## src/rtl/mag_cmp_pkg.sv

```systemverilog
package mag_cmp_pkg;

  // Verdict carried between bit cells and between chained units.
  typedef struct packed {
    logic gt;
    logic eq;
    logic lt;
  } verdict_t;

  localparam verdict_t VERDICT_SEED = '{gt: 1'b0, eq: 1'b1, lt: 1'b0};

endpackage

```

## src/rtl/mag_cmp_bit_cell.sv

```systemverilog
module mag_cmp_bit_cell
  import mag_cmp_pkg::*;
(
  input  verdict_t up_i,
  input  logic     a_bit_i,
  input  logic     b_bit_i,
  output verdict_t down_o
);

  logic a_wins;
  logic b_wins;
  logic bits_same;

  always_comb begin
    a_wins    = a_bit_i & ~b_bit_i;
    b_wins    = ~a_bit_i & b_bit_i;
    bits_same = ~(a_bit_i ^ b_bit_i);
    down_o.gt = up_i.gt | (up_i.eq & a_wins);
    down_o.lt = up_i.lt | (up_i.eq & b_wins);
    down_o.eq = up_i.eq & bits_same;
  end

endmodule

```

## src/rtl/mag_cmp_chain.sv

```systemverilog
module mag_cmp_chain
  import mag_cmp_pkg::*;
#(
  parameter int WIDTH = 8
) (
  input  logic [WIDTH-1:0] a_i,
  input  logic [WIDTH-1:0] b_i,
  input  verdict_t         seed_i,
  output verdict_t         result_o
);

  localparam int TOP = WIDTH;

  verdict_t link [TOP:0];

  assign link[TOP] = seed_i;

  for (genvar gi = WIDTH - 1; gi >= 0; gi--) begin : g_cell
    mag_cmp_bit_cell u_cell (
      .up_i    (link[gi+1]),
      .a_bit_i (a_i[gi]),
      .b_bit_i (b_i[gi]),
      .down_o  (link[gi])
    );
  end

  assign result_o = link[0];

endmodule

```

## src/rtl/mag_cmp_min_sel.sv

```systemverilog
module mag_cmp_min_sel #(
  parameter int WIDTH  = 8,
  parameter bit MIN_EN = 1'b1
) (
  input  logic [WIDTH-1:0] a_i,
  input  logic [WIDTH-1:0] b_i,
  input  logic             a_less_i,
  output logic [WIDTH-1:0] min_o
);

  if (MIN_EN) begin : g_mux
    always_comb begin
      if (a_less_i) min_o = a_i;
      else          min_o = b_i;
    end
  end else begin : g_off
    assign min_o = '0;
  end

endmodule

```

## src/rtl/mag_cmp_cascade.sv

```systemverilog
module mag_cmp_cascade
  import mag_cmp_pkg::*;
#(
  parameter int WIDTH  = 8,
  parameter bit MIN_EN = 1'b1
) (
  input  logic [WIDTH-1:0] opa_i,
  input  logic [WIDTH-1:0] opb_i,
  input  logic             casc_gt_i,
  input  logic             casc_eq_i,
  input  logic             casc_lt_i,
  output logic             a_gt_b_o,
  output logic             a_eq_b_o,
  output logic             a_lt_b_o,
  output logic [WIDTH-1:0] min_o
);

  verdict_t seed;
  verdict_t result;

  assign seed.gt = casc_gt_i;
  assign seed.eq = casc_eq_i;
  assign seed.lt = casc_lt_i;

  mag_cmp_chain #(.WIDTH(WIDTH)) u_chain (
    .a_i      (opa_i),
    .b_i      (opb_i),
    .seed_i   (seed),
    .result_o (result)
  );

  assign a_gt_b_o = result.gt;
  assign a_eq_b_o = result.eq;
  assign a_lt_b_o = result.lt;

  mag_cmp_min_sel #(.WIDTH(WIDTH), .MIN_EN(MIN_EN)) u_min (
    .a_i      (opa_i),
    .b_i      (opb_i),
    .a_less_i (result.lt),
    .min_o    (min_o)
  );

endmodule

```

## config.mk

```make
export PLATFORM = sky130hd
export DESIGN_NAME = mag_cmp_cascade
export DESIGN_NICKNAME = d
export VERILOG_FILES = /design/src/rtl/mag_cmp_pkg.sv /design/src/rtl/mag_cmp_bit_cell.sv /design/src/rtl/mag_cmp_chain.sv /design/src/rtl/mag_cmp_min_sel.sv /design/src/rtl/mag_cmp_cascade.sv
export SDC_FILE = /design/constraint.sdc
export NUM_CORES = 1
export LEC_CHECK = 0
export BUFFER_PORTS_ARGS = -buffer_cell sky130_fd_sc_hd__buf_4
export CAP_MARGIN = 20
export CELL_PAD_IN_SITES_DETAIL_PLACEMENT = 1
export CELL_PAD_IN_SITES_GLOBAL_PLACEMENT = 1
export CORE_MARGIN = 2
export CORE_UTILIZATION = 32
export DETAILED_ROUTE_END_ITERATION = 8
export PLACE_DENSITY = 0.87
export SLEW_MARGIN = 20
export SYNTH_ARGS = -nofsm -noshare
export SYNTH_HDL_FRONTEND = slang
export SYNTH_SLANG_ARGS = --single-unit
```

## constraint.sdc

```tcl
create_clock -name vclk -period 2.25
set_clock_uncertainty 0.1 [all_clocks]
set_input_delay 0.3375 -clock vclk [all_inputs]
set_output_delay 0.3375 -clock vclk [all_outputs]
set_load 0.03 [all_outputs]
```

### Word level (Yosys, flattened, before mapping)

Index checks and enable logic that the tools add are counted.

| word-level totals | value |
|---|---|
| register bits | 0 |
| input port bits | 19 |

| cells by class | value |
|---|---|
| muxes and demuxes | 1 |
| bitwise gates (word level) | 88 |

Operators by type and width:

| kind | number |
|---|---|
| $and 1x1->1 | 40 |
| $not 1->1 | 24 |
| $or 1x1->1 | 16 |
| $mux 8 | 1 |
| $xor 1x1->1 | 8 |

### Logic depth before layout (Yosys ltp)

Gate-level depths: netlist of the first run.

| depth | value |
|---|---|
| depth after elaboration | 12 |
| depth in mapped cells | 7 |

### Cells and area by module

A second synthesis of the first run with hierarchy kept.

| second synthesis, totals | value |
|---|---|
| cell total of the unflattened synthesis | 65 |
| area total of the unflattened synthesis | 561.8 um^2 |

Modules (own cells, without submodules):

| module | times used | cells each | area each (um^2) | seq. area each (um^2) |
|---|---|---|---|---|
| mag_cmp_bit_cell | 8 | 7 | 53.8 | 0.0 |
| mag_cmp_min_sel | 1 | 9 | 131.4 | 0.0 |

### Worst setup path after synthesis of the first run

No wires, ideal clock.

| timing path | value |
|---|---|
| path kind | input to output |
| start point | input port opa_i[7] |
| end point | output port min_o[0] |
| data arrival time | 1896 ps |
| data required time | 1812 ps |
| setup slack | -83 ps |
| stages on the path | 7 |
| path through | inv_1 ha_1 and4_4 nand2_2 o211ai_2 buf_6 mux2i_1 |

| on the way | value |
|---|---|
| longest elaborated chain between the ends | 12 |

RTL lines:

| item | RTL line | RTL |
|---|---|---|
| start, declared | mag_cmp_cascade.sv:7 | `input logic [WIDTH-1:0] opa_i,` |
| $not 1->1 / $xor 1x1->1 (equally long branches) | mag_cmp_bit_cell.sv:16, mag_cmp_bit_cell.sv:17 |  |
| $and 1x1->1 / $not 1->1 (equally long branches) | mag_cmp_bit_cell.sv:16, mag_cmp_bit_cell.sv:17 |  |
| $and 1x1->1 (on tied branches) | mag_cmp_bit_cell.sv:19, mag_cmp_bit_cell.sv:20 |  |
| $or 1x1->1, or another cell as far along (6 in series) | mag_cmp_bit_cell.sv:19 | `down_o.lt = up_i.lt \| (up_i.eq & b_wins);` |
| $or 1x1->1 / $and 1x1->1 (equally long branches) | mag_cmp_bit_cell.sv:19 |  |
| $or 1x1->1 (*) | mag_cmp_bit_cell.sv:19 |  |
| named net a_lt_b_o | mag_cmp_cascade.sv:14 | `output logic a_lt_b_o,` |
| $mux 8 (*) | mag_cmp_min_sel.sv:13 | `if (a_less_i) min_o = a_i;` |
| end, declared | mag_cmp_cascade.sv:15 | `output logic [WIDTH-1:0] min_o` |

Mark *: on every way through the listed nets, which the timed path passes. The rest lies on a longest branch.

### Final worst setup path of the first run

| timing path | value |
|---|---|
| start point | input port opa_i[7] |
| end point | output port min_o[2] |

| on the way | value |
|---|---|
| longest elaborated chain between the ends | 12 |

RTL lines:

| item | RTL line |
|---|---|
| $not 1->1 / $xor 1x1->1 (equally long branches) | mag_cmp_bit_cell.sv:16, mag_cmp_bit_cell.sv:17 |
| $and 1x1->1 / $not 1->1 (equally long branches) | mag_cmp_bit_cell.sv:16, mag_cmp_bit_cell.sv:17 |
| $and 1x1->1 (on tied branches) | mag_cmp_bit_cell.sv:19, mag_cmp_bit_cell.sv:20 |
| $or 1x1->1, or another cell as far along (6 in series) | mag_cmp_bit_cell.sv:19 |
| $or 1x1->1 / $and 1x1->1 (equally long branches) | mag_cmp_bit_cell.sv:19 |
| $or 1x1->1 (*) | mag_cmp_bit_cell.sv:19 |
| $mux 8 (*) | mag_cmp_min_sel.sv:13 |

Mark *: on every way between the ends. The rest lies on a longest branch, timed or not.

==> results of run 1 <==
==> timing repair <==
item | 4_1_cts | 5_1_grt
setup endpoints to repair | 7 | 8
buffers inserted | 0 | 4
pin swaps | 4 | 8
resized for setup | 10 | 22
==> cells in the mapped netlist <==
| cell type | instances |
|---|---|
| sky130_fd_sc_hd__a21oi_1 | 5 |
| sky130_fd_sc_hd__a21o_2 | 1 |
| sky130_fd_sc_hd__a21oi_2 | 1 |
| sky130_fd_sc_hd__nand3_1 | 1 |
| sky130_fd_sc_hd__and4_1 | 1 |
| sky130_fd_sc_hd__nand4b_1 | 2 |
| sky130_fd_sc_hd__nor2b_1 | 1 |
| sky130_fd_sc_hd__a41o_1 | 1 |
| sky130_fd_sc_hd__buf_6 | 1 |
| sky130_fd_sc_hd__and3_2 | 1 |
| sky130_fd_sc_hd__a21o_1 | 1 |
| sky130_fd_sc_hd__inv_1 | 16 |
| sky130_fd_sc_hd__and4_4 | 1 |
| sky130_fd_sc_hd__o21ai_0 | 2 |
| sky130_fd_sc_hd__ha_1 | 16 |
| sky130_fd_sc_hd__nand2_2 | 1 |
| sky130_fd_sc_hd__mux2i_1 | 8 |
| sky130_fd_sc_hd__o211ai_2 | 1 |
| sky130_fd_sc_hd__nand2_1 | 2 |
==> kinds of logic (layout without fill, tap and decap cells) <==
family | count (synthesis) | in the layout | synth area share [%]
AOI/OAI and AO/OA | 12 | 12 | 16.4
adders and majority gates | 16 | 16 | 39.7
buffers and inverters | 17 | 55 | 14.1
muxes | 8 | 8 | 15.9
and+or+nand+nor | 10 | 10 | 13.9
==> metal layers <==
metal / share of wire [%] / GRT usage [%]
met5: 0 / 0
met4: 1.7 / 2.42
met3: 1.9 / 0
met2: 54 / 38.2
met1: 42 / 24.3
==> layout make-up <==
class / count / share of cell area (%)
well taps: 16 / 2.09
repair buffers: 39 / 35.3
inverters: 16 / 7.32
multi-input cells: 46 / 55.3
==> worst max-delay path by stage <==
stage,from,endpoint,slack [ps],depth (start not counted)
final,opa_i[7],min_o[2],-30,9
after global routing,opa_i[7],min_o[4],-60,9
after CTS,opa_i[6],min_o[0],3,9
after detailed placement,opa_i[7],min_o[0],-40,9
after global placement,opa_i[7],min_o[1],30,9
after floorplan,opa_i[7],min_o[0],-80,7
==> through the flow <==
| step | cells | instance area, µm² | power [W] | setup TNS (ps) | util [%] |
|---|---|---|---|---|---|
| 2_1_floorplan | 63 | 504 | 0.000105 | -665 | - |
| 3_3_place_gp | 113 | 776 | 0.000179 | 0 | 52.1 |
| 3_5_place_dp | 113 | 776 | 0.000185 | -52.0 | 52.1 |
| 4_1_cts | 113 | 833 | 0.000200 | 0 | 56.0 |
| 5_1_grt | 117 | 957 | 0.000253 | -310 | 64.3 |
| 6_report | 117 | 957 | 0.000238 | -37.8 | 64.3 |
==> worst max-delay path: stages <==
cell and delay (ps):
sky130_fd_sc_hd__buf_8 80, sky130_fd_sc_hd__inv_4 30, sky130_fd_sc_hd__ha_4 270, sky130_fd_sc_hd__and4_4 250, sky130_fd_sc_hd__nand2_4 60, sky130_fd_sc_hd__o211ai_4 230
sky130_fd_sc_hd__buf_6 160, sky130_fd_sc_hd__mux2i_1 230, sky130_fd_sc_hd__buf_4 200
==> where the power goes <==
part / leakage [nW] / switching [W] / internal, W
Clock: 0 / 0 / 0
Sequential: 0 / 0 / 0
Combinational: 0.540 / 0.000122 / 0.000117
==> insert_results.sql, run 1 <==
INSERT INTO impl_metrics (metric_group, metric, value, unit) VALUES
('final_layout', 'layout_common_cells', 'sky130_fd_sc_hd__buf_4, sky130_fd_sc_hd__inv_1, sky130_fd_sc_hd__ha_1, sky130_fd_sc_hd__buf_6, sky130_fd_sc_hd__mux2i_1', ''),
('drt', 'detailedRoute.firstIterationViolations', '4', ''),
('sta', 'unrepaired_setup_endpoints_after_global_routing', 'yes', ''),
('synth', 'synthDominantCellAreaShare', '39.7', '%'),
('floorplan', 'rows', '14', ''),
('worst_setup_path', 'startpoint_type', 'input port', ''),
('sta', 'setup_slack', '-32.9', 'ps'),
('synth', 'syn-mean-instance-area', '8.00', 'µm²'),
('synth', 'synthesis.instances', '63', ''),
('floorplan', 'start_util', '33.9', '%'),
('sta', 'max_slew.worst_pin.slew', '228', 'ps'),
('final_layout', 'layout-drive-gt1-share', '58.4', '%'),
('drt', 'dr_total_vias', '592', ''),
('worst_setup_path', 'setup.worst_path.class', 'in2out', ''),
('power', 'p_per_area', '249', 'nW/µm²'),
('sta', 'final_min_period_over_clock_period', '101', '%'),
('worst_setup_path', 'required', '1810', 'ps'),
('worst_hold_path', 'timing.hold.worst_path_depth', '3', ''),
('place', 'place.detailed.hpwl', '1350', 'µm'),
('floorplan', 'die_area', '1910', 'µm²'),
('global_routing', 'grt_pass1_vias', '621', ''),
('worst_setup_path', 'critical_path_peak_fanout', '4', ''),
('global_routing', 'grt-ovfl-total', '0', ''),
('synth', 'synth.cell_area', '504', 'µm²'),
('sta', 'fin_hold_ws', '894', 'ps'),
('sta', 'setup_viol_count_final', '2', ''),
('power', 'vdd_ir_drop_max', '0.134', 'mV'),
('sta', 'final-max-slew-violation-count', '0', ''),
('place', 'dp_slack', '-36.1', 'ps'),
('drt', 'detail_route.vias_per_cell', '5.06', ''),
('place', 'io_buffers', '30', ''),
('job', 'maxCapViolations', '0', ''),
('synth', 'yosys_warnings', '0', ''),
('outcome', 'outcome', 'finished with violations', ''),
('synth', 'synth_area_leader_cell', 'sky130_fd_sc_hd__ha_1', ''),
('global_routing', 'groute.usage.overall', '19.6', '%'),
('final_layout', 'sequential_cell_area', '0', 'µm²'),
('final_layout', 'most_frequent_standard_cell_in_the_layout_excluding_fill_and_tap_cells', 'sky130_fd_sc_hd__buf_4', ''),
('global_routing', 'grt_antenna_before_repair', '0', ''),
('final_layout', 'diodes', '0', ''),
('worst_hold_path', 'holdCritStartpoint', 'casc_gt_i', ''),
('worst_setup_path', 'data_arrival_time_of_the_worst_path', '1850', 'ps'),
('sta', 'maxClockFrequency', '0.438', 'GHz'),
('cts', 'cts.hold.buffers_added', '0', ''),
('sta', 'slew_headroom', '84.7', '%'),
('synth', 'synthesis.nets', '98', ''),
('worst_hold_path', 'holdCritPathClass', 'in2out', ''),
('place', 'routability_cong', '0.747', ''),
('synth', 'synth.yosys.seq_area_share', '0', '%'),
('sta', 'final_hold_viol_count', '0', ''),
('final_layout', 'n_clock_buffer', '0', ''),
('drt', 'drc', '0', ''),
('floorplan', 'design.portCount', '30', ''),
('power', 'leakage', '0.540', 'nW'),
('floorplan', 'height_of_the_chip', '43.7', 'µm'),
('synth', 'synthTopCellsByArea', 'sky130_fd_sc_hd__ha_1, sky130_fd_sc_hd__mux2i_1, sky130_fd_sc_hd__inv_1, sky130_fd_sc_hd__a21oi_1, sky130_fd_sc_hd__nand4b_1', ''),
('floorplan', 'die_w', '43.7', 'µm'),
('final_layout', 'multi_input_gate_area', '529', 'µm²'),
('drt', 'drt_wl_total', '2120', 'µm'),
('final_layout', 'area_growth_syn_to_layout', '89.8', '%'),
('global_routing', 'grt_start_max_net_pins', '5', ''),
('final_layout', 'layout.filler_cells', '170', ''),
('outcome', 'violations', 'negative setup slack', ''),
('drt', 'ant_nets', '0', ''),
('sta', 'min_period', '2280', 'ps'),
('drt', 'per_cell_routed_wire_length', '18.1', 'µm'),
('synth', 'yosys.cell_types.count', '19', ''),
('worst_setup_path', 'end_kind', 'primary output', ''),
('final_layout', 'fin_nets', '138', ''),
('worst_hold_path', 'hold_end', 'a_gt_b_o', ''),
('drt', 'drt_pre_antenna_iters', '4', ''),
('global_routing', 'grt_pass1_wl', '2850', 'µm'),
('floorplan', 'core_area', '1490', 'µm²'),
('final_layout', 'sequential_cell_total', '0', '');
Power figures use the tool's default switching activity.
==> run 2: changes to the inputs <==
--- a/config.mk
+++ b/config.mk
@@ -7,12 +7,10 @@
 export LEC_CHECK = 0
 export BUFFER_PORTS_ARGS = -buffer_cell sky130_fd_sc_hd__buf_4
 export CAP_MARGIN = 20
-export CELL_PAD_IN_SITES_DETAIL_PLACEMENT = 1
-export CELL_PAD_IN_SITES_GLOBAL_PLACEMENT = 1
-export CORE_MARGIN = 2
-export CORE_UTILIZATION = 32
+export CORE_AREA = 2 2 39 41
 export DETAILED_ROUTE_END_ITERATION = 8
-export PLACE_DENSITY = 0.87
+export DIE_AREA = 0 0 41 43
+export PLACE_DENSITY = 0.73
 export SLEW_MARGIN = 20
 export SYNTH_ARGS = -nofsm -noshare
 export SYNTH_HDL_FRONTEND = slang
==> run 2 against run 1 <==
  * The flow now finishes without violations
  * Sequential cell count unchanged
  * Via count down 6.8%
  * Total power down 10%
  * Sequential share of layout area unchanged
  * Non-clock buffer count down 3
  * Critical path depth unchanged
  * Global-route usage down 5.9 points
  * Combinational power down 10%
  * First-iteration DRC count down 25%
  * Critical endpoint unchanged
  * Largest power group unchanged
==> insert_results.sql, run 2 (same netlist as run 1, synthesis figures left out) <==
INSERT INTO impl_metrics (metric_group, metric, value, unit) VALUES
('outcome', 'outcome', 'completed', ''),
('power', 'vdd_ir_drop_max', '0.113', 'mV'),
('place', 'place.detailed.hpwl', '1030', 'µm'),
('sta', 'final_hold_viol_count', '0', ''),
('sta', 'min_period', '2180', 'ps'),
('global_routing', 'grt_start_max_net_pins', '6', ''),
('final_layout', 'sequential_cell_area', '0', 'µm²'),
('worst_setup_path', 'path_buf_inv', '4', ''),
('worst_hold_path', 'holdCritPathClass', 'in2out', ''),
('sta', 'setup_viol_count_final', '0', ''),
('worst_setup_path', 'path_cells', 'buf_4, inv_4, ha_4, and4_4, nand2_4, o211ai_4, buf_6, mux2i_1, buf_4', ''),
('floorplan', 'height_of_the_chip', '43', 'µm'),
('worst_setup_path', 'required', '1810', 'ps'),
('drt', 'per_cell_routed_wire_length', '11.1', 'µm'),
('floorplan', 'die_w', '41', 'µm'),
('drt', 'ant_nets', '0', ''),
('global_routing', 'grt_pass1_wl', '1790', 'µm'),
('final_layout', 'most_frequent_standard_cell_in_the_layout_excluding_fill_and_tap_cells', 'sky130_fd_sc_hd__buf_4', ''),
('worst_setup_path', 'max_incr_delay_on_cp', '250', 'ps'),
('worst_setup_path', 'setup.worst_path.class', 'in2out', ''),
('drt', 'drt_wl_total', '1260', 'µm'),
('final_layout', 'n_clock_buffer', '0', ''),
('worst_setup_path', 'data_arrival_time_of_the_worst_path', '1750', 'ps'),
('global_routing', 'grt_antenna_before_repair', '0', ''),
('final_layout', 'fin_nets', '135', ''),
('final_layout', 'final_design_area_no_fill', '916', 'µm²'),
('worst_setup_path', 'cpMostUsedCell', 'sky130_fd_sc_hd__buf_4', ''),
('floorplan', 'design.portCount', '30', ''),
('final_layout', 'layout_common_cells', 'sky130_fd_sc_hd__buf_4, sky130_fd_sc_hd__inv_1, sky130_fd_sc_hd__ha_1', ''),
('final_layout', 'finalNonFillerCells', '114', ''),
('drt', 'detailedRoute.firstIterationViolations', '3', ''),
('global_routing', 'grt-ovfl-total', '0', ''),
('place', 'routability_cong', '0.682', ''),
('sta', 'final_min_period_over_clock_period', '97.0', '%'),
('drt', 'drc', '0', ''),
('power', 'p_per_area', '234', 'nW/µm²'),
('sta', 'slew_headroom', '87.0', '%'),
('cts', 'cts_post_setup_buffers_inserted', '0', ''),
('drt', 'detail_route.vias_per_cell', '4.84', ''),
('final_layout', 'diodes', '0', ''),
('sta', 'max_slew.worst_pin.slew', '193', 'ps'),
('final_layout', 'sequential_cell_total', '0', ''),
('worst_hold_path', 'holdCritStartpoint', 'casc_gt_i', ''),
('power', 'leakage', '0.522', 'nW'),
('worst_setup_path', 'critical_path_peak_fanout', '5', ''),
('job', 'maxCapViolations', '0', ''),
('worst_setup_path', 'cpLargestDelayFamily', 'buffers and inverters', ''),
('cts', 'cts.hold.buffers_added', '0', ''),
('floorplan', 'core_area', '1380', 'µm²'),
('worst_setup_path', 'startpoint_type', 'input port', ''),
('drt', 'drt_pre_antenna_iters', '2', ''),
('final_layout', 'layout-drive-gt1-share', '56.1', '%'),
('worst_setup_path', 'timing.critical_path.slowest_stage_cell', 'sky130_fd_sc_hd__ha_4', ''),
('floorplan', 'start_util', '36.4', '%'),
('floorplan', 'die_area', '1760', 'µm²'),
('global_routing', 'grt_pass1_vias', '535', ''),
('sta', 'maxClockFrequency', '0.458', 'GHz'),
('place', 'number_of_placed_instances_taps_included', '114', ''),
('place', 'post_dp_cell_area', '783', 'µm²'),
('floorplan', 'rows', '14', ''),
('worst_setup_path', 'cp-startpoint', 'opa_i[5]', ''),
('drt', 'dr_total_vias', '552', ''),
('worst_setup_path', 'end_kind', 'primary output', ''),
('final_layout', 'area_growth_syn_to_layout', '81.6', '%'),
('place', 'io_buffers', '30', ''),
('global_routing', 'groute.usage.overall', '13.7', '%'),
('sta', 'final-max-slew-violation-count', '0', '');
-- run 2: changes by cell type in the layout (fill, tap and decap cells not counted), sizes merged --
cell | before | now
buf | 39 | 36
-- run 2: area by class of cell --
class	count	area [µm²]
fill	124	468
inverter	16	70.1
multi-input combinational	46	533
timing repair buffer	36	293
tap	16	20.0
-- run 2: worst paths after layout --
| kind | end | slack (ps) | cells past startpoint |
|---|---|---|---|
| setup / recovery | min_o[2] | 70 | 9 |
| hold / removal | a_gt_b_o | 890 | 3 |
-- run 2: report_power, final --
group | switching (W) | internal, W | total, W | leakage [nW]
logic | 0.000108 | 0.000106 | 0.000214 | 0.522
clock network | 0 | 0 | 0 | 0
registers | 0 | 0 | 0 | 0
total | 0.000108 | 0.000106 | 0.000214 | 0.522
-- run 2: repair_timing --
item                                    in CTS  in global routing
pin swaps                                    1                  9
resized for setup                            5                 21
endpoints found under the hold margin        0                  0
endpoints found under the setup margin       6                  8
-- run 2: stage by stage --
stage / TNS (ps) / utilization (%) / hold slack, ps / setup slack (ps) / total power, W
final: 0 / 66.2 / 892 / 66.5 / 0.000214
after global routing: -31.7 / 66.2 / 917 / -26.8 / 0.000233
after CTS: 0 / 59.0 / 896 / 11.8 / 0.000192
after floorplan: -665 / - / 835 / -83.1 / 0.000105
after detailed placement: -43.2 / 56.6 / 896 / -14.0 / 0.000182
after global placement: 0 / 56.6 / 890 / 5.31 / 0.000180
-- run 2: worst min-delay path, cell delays in order --
cell and delay, ps:
sky130_fd_sc_hd__buf_4 70, sky130_fd_sc_hd__nand4b_1 90, sky130_fd_sc_hd__buf_4 150
-- run 2: per-layer routing --
metal	GRT usage [%]	up-vias	routed length [µm]
met3	0	0	61
met1	12.7	248	457
met4	0	0	0
li1	-	286	-
met5	0	-	0
met2	30.3	18	742
==> run 3: changes to the inputs <==
--- a/config.mk
+++ b/config.mk
@@ -7,9 +7,9 @@
 export LEC_CHECK = 0
 export BUFFER_PORTS_ARGS = -buffer_cell sky130_fd_sc_hd__buf_4
 export CAP_MARGIN = 20
-export CORE_AREA = 2 2 39 41
+export CORE_AREA = 5 5 42 44
 export DETAILED_ROUTE_END_ITERATION = 8
-export DIE_AREA = 0 0 41 43
+export DIE_AREA = 0 0 47 49
 export PLACE_DENSITY = 0.73
 export SLEW_MARGIN = 20
 export SYNTH_ARGS = -nofsm -noshare
==> constraint.sdc (replaced) <==
create_clock -name vclk -period 2.8
set_clock_uncertainty 0.1 [all_clocks]
set_input_delay 0.42 -clock vclk [all_inputs]
set_output_delay 0.42 -clock vclk [all_outputs]
set_load 0.03 [all_outputs]
==> run 3 against run 2 <==
  * Cell count down 4.4%
  * Global-route usage is 3.0 points lower
  * Sequential share of layout area is the same
  * Total power is 34% lower
  * Worst setup slack improved by 190 ps
  * Combinational power decreased by 34%
  * Via count decreased by 4.5%
  * Hold slack better by 160 ps
  * Non-clock buffer count down 5
  * Sequential cell count did not move
==> insert_results.sql, run 3 (same netlist as run 1, synthesis figures left out) <==
INSERT INTO impl_metrics (metric_group, metric, value, unit) VALUES
('worst_hold_path', 'holdCritPathClass', 'in2out', ''),
('sta', 'setup_viol_count_final', '0', ''),
('final_layout', 'layout-drive-gt1-share', '39.8', '%'),
('final_layout', 'fin_nets', '130', ''),
('global_routing', 'groute.usage.overall', '10.7', '%'),
('sta', 'max_slew.worst_pin.slew', '309', 'ps'),
('global_routing', 'grt_pass1_wl', '1990', 'µm'),
('worst_setup_path', 'cp-startpoint', 'opa_i[7]', ''),
('drt', 'drt_pre_antenna_iters', '4', ''),
('power', 'p_per_area', '187', 'nW/µm²'),
('power', 'vdd_ir_drop_max', '0.0859', 'mV'),
('sta', 'min_period', '2540', 'ps'),
('floorplan', 'core_area', '1400', 'µm²'),
('cts', 'post_cts.resized_instances', '0', ''),
('drt', 'drc', '0', ''),
('worst_hold_path', 'holdCritStartpoint', 'casc_gt_i', ''),
('floorplan', 'die_w', '47', 'µm'),
('sta', 'maxClockFrequency', '0.394', 'GHz'),
('drt', 'detail_route.vias_per_cell', '4.83', ''),
('sta', 'slew_headroom', '79.3', '%'),
('outcome', 'outcome', 'completed', ''),
('final_layout', 'most_frequent_standard_cell_in_the_layout_excluding_fill_and_tap_cells', 'sky130_fd_sc_hd__buf_4', ''),
('cts', 'cts_post_setup_buffers_inserted', '0', ''),
('power', 'leakage', '0.480', 'nW'),
('floorplan', 'start_util', '36.0', '%'),
('final_layout', 'sequential_cell_total', '0', ''),
('global_routing', 'grt_antenna_before_repair', '0', ''),
('drt', 'detailedRoute.firstIterationViolations', '1', ''),
('place', 'place.detailed.hpwl', '1140', 'µm'),
('place', 'number_of_placed_instances_taps_included', '109', ''),
('drt', 'dr_total_vias', '527', ''),
('global_routing', 'grt_pass1_vias', '503', ''),
('final_layout', 'sequential_cell_area', '0', 'µm²'),
('final_layout', 'n_clock_buffer', '0', ''),
('floorplan', 'rows', '14', ''),
('worst_setup_path', 'startpoint_type', 'input port', ''),
('drt', 'per_cell_routed_wire_length', '11.2', 'µm'),
('sta', 'final_setup_tns', '0', 'ps'),
('final_layout', 'layout_common_cells', 'sky130_fd_sc_hd__buf_4, sky130_fd_sc_hd__inv_1, sky130_fd_sc_hd__ha_1', ''),
('floorplan', 'die_area', '2300', 'µm²'),
('worst_setup_path', 'required', '2280', 'ps'),
('sta', 'final_min_period_over_clock_period', '90.7', '%'),
('worst_setup_path', 'critical_path_peak_fanout', '7', ''),
('worst_setup_path', 'setup.worst_path.class', 'in2out', ''),
('final_layout', 'area_growth_syn_to_layout', '50.4', '%'),
('sta', 'final-max-slew-violation-count', '0', ''),
('final_layout', 'diodes', '0', ''),
('global_routing', 'grt-ovfl-total', '0', ''),
('sta', 'final_hold_viol_count', '0', ''),
('floorplan', 'height_of_the_chip', '49', 'µm'),
('worst_setup_path', 'end_kind', 'primary output', ''),
('drt', 'drt_wl_total', '1220', 'µm'),
('job', 'maxCapViolations', '0', ''),
('global_routing', 'grt_start_max_net_pins', '8', ''),
('place', 'routability_cong', '0.754', ''),
('drt', 'ant_nets', '0', ''),
('worst_setup_path', 'data_arrival_time_of_the_worst_path', '2020', 'ps'),
('cts', 'cts.hold.buffers_added', '0', ''),
('floorplan', 'design.portCount', '30', ''),
('sta', 'unrepaired_setup_endpoints_after_global_routing', 'no', ''),
('final_layout', 'finalNonFillerCells', '109', ''),
('place', 'io_buffers', '30', '');
[run 3: changes by cell type in the layout (fill, tap and decap cells not counted)]
cell and delta:
sky130_fd_sc_hd__a21oi_1 +1, sky130_fd_sc_hd__inv_2 -2, sky130_fd_sc_hd__nand2_2 +1, sky130_fd_sc_hd__ha_1 +6
sky130_fd_sc_hd__nand2_4 -1, sky130_fd_sc_hd__inv_4 -4, sky130_fd_sc_hd__inv_1 +6, sky130_fd_sc_hd__buf_12 +1
sky130_fd_sc_hd__a21oi_4 -1, sky130_fd_sc_hd__buf_6 -6, sky130_fd_sc_hd__o211ai_2 +1, sky130_fd_sc_hd__o211ai_4 -1
sky130_fd_sc_hd__ha_4 -6
[run 3: worst paths after layout]
kind	to	slack (ps)	cells past startpoint
worst max-delay path	min_o[6]	260	9
worst min-delay path	a_gt_b_o	1060	3
[run 3: power by group]
group          switching (W)  leakage, nW  internal [W]
Combinational      0.0000751        0.480     0.0000665
Clock                      0            0             0
Sequential                 0            0             0
Total              0.0000751        0.480     0.0000665
[run 3: layout make-up]
type                       count  area (µm²)
fill                         157         643
timing repair buffer          31         245
tap                           16        20.0
multi-input combinational     46         433
inverter                      16        60.1
[run 3: layer usage]
layer | track usage [%] | vias up | share of wire (%)
met5 | 0 | - | 0
met4 | 0 | 0 | 0
met3 | 0.369 | 0 | 7.4
met2 | 20.4 | 20 | 53
met1 | 13.5 | 231 | 39
li1 | - | 276 | -
[run 3: critical path: stages]
cell and delay, ps:
sky130_fd_sc_hd__buf_4 90, sky130_fd_sc_hd__inv_1 50, sky130_fd_sc_hd__ha_1 320, sky130_fd_sc_hd__and4_4 250, sky130_fd_sc_hd__nand2_2 60, sky130_fd_sc_hd__o211ai_2 280, sky130_fd_sc_hd__buf_12 170, sky130_fd_sc_hd__mux2i_1 190
sky130_fd_sc_hd__buf_4 180
[run 3: through the flow]
step                      worst slack, ps  utilization, %  hold slack [ps]  power [W]  cell area [µm²]
after floorplan                       302               -             1000  0.0000842              504
after global placement                311            54.1             1060   0.000140              758
after detailed placement              261            54.1             1060   0.000143              758
after CTS                             249            54.1             1060   0.000144              758
after global routing                  193            54.1             1070   0.000155              758
final                                 260            54.1             1060   0.000142              758
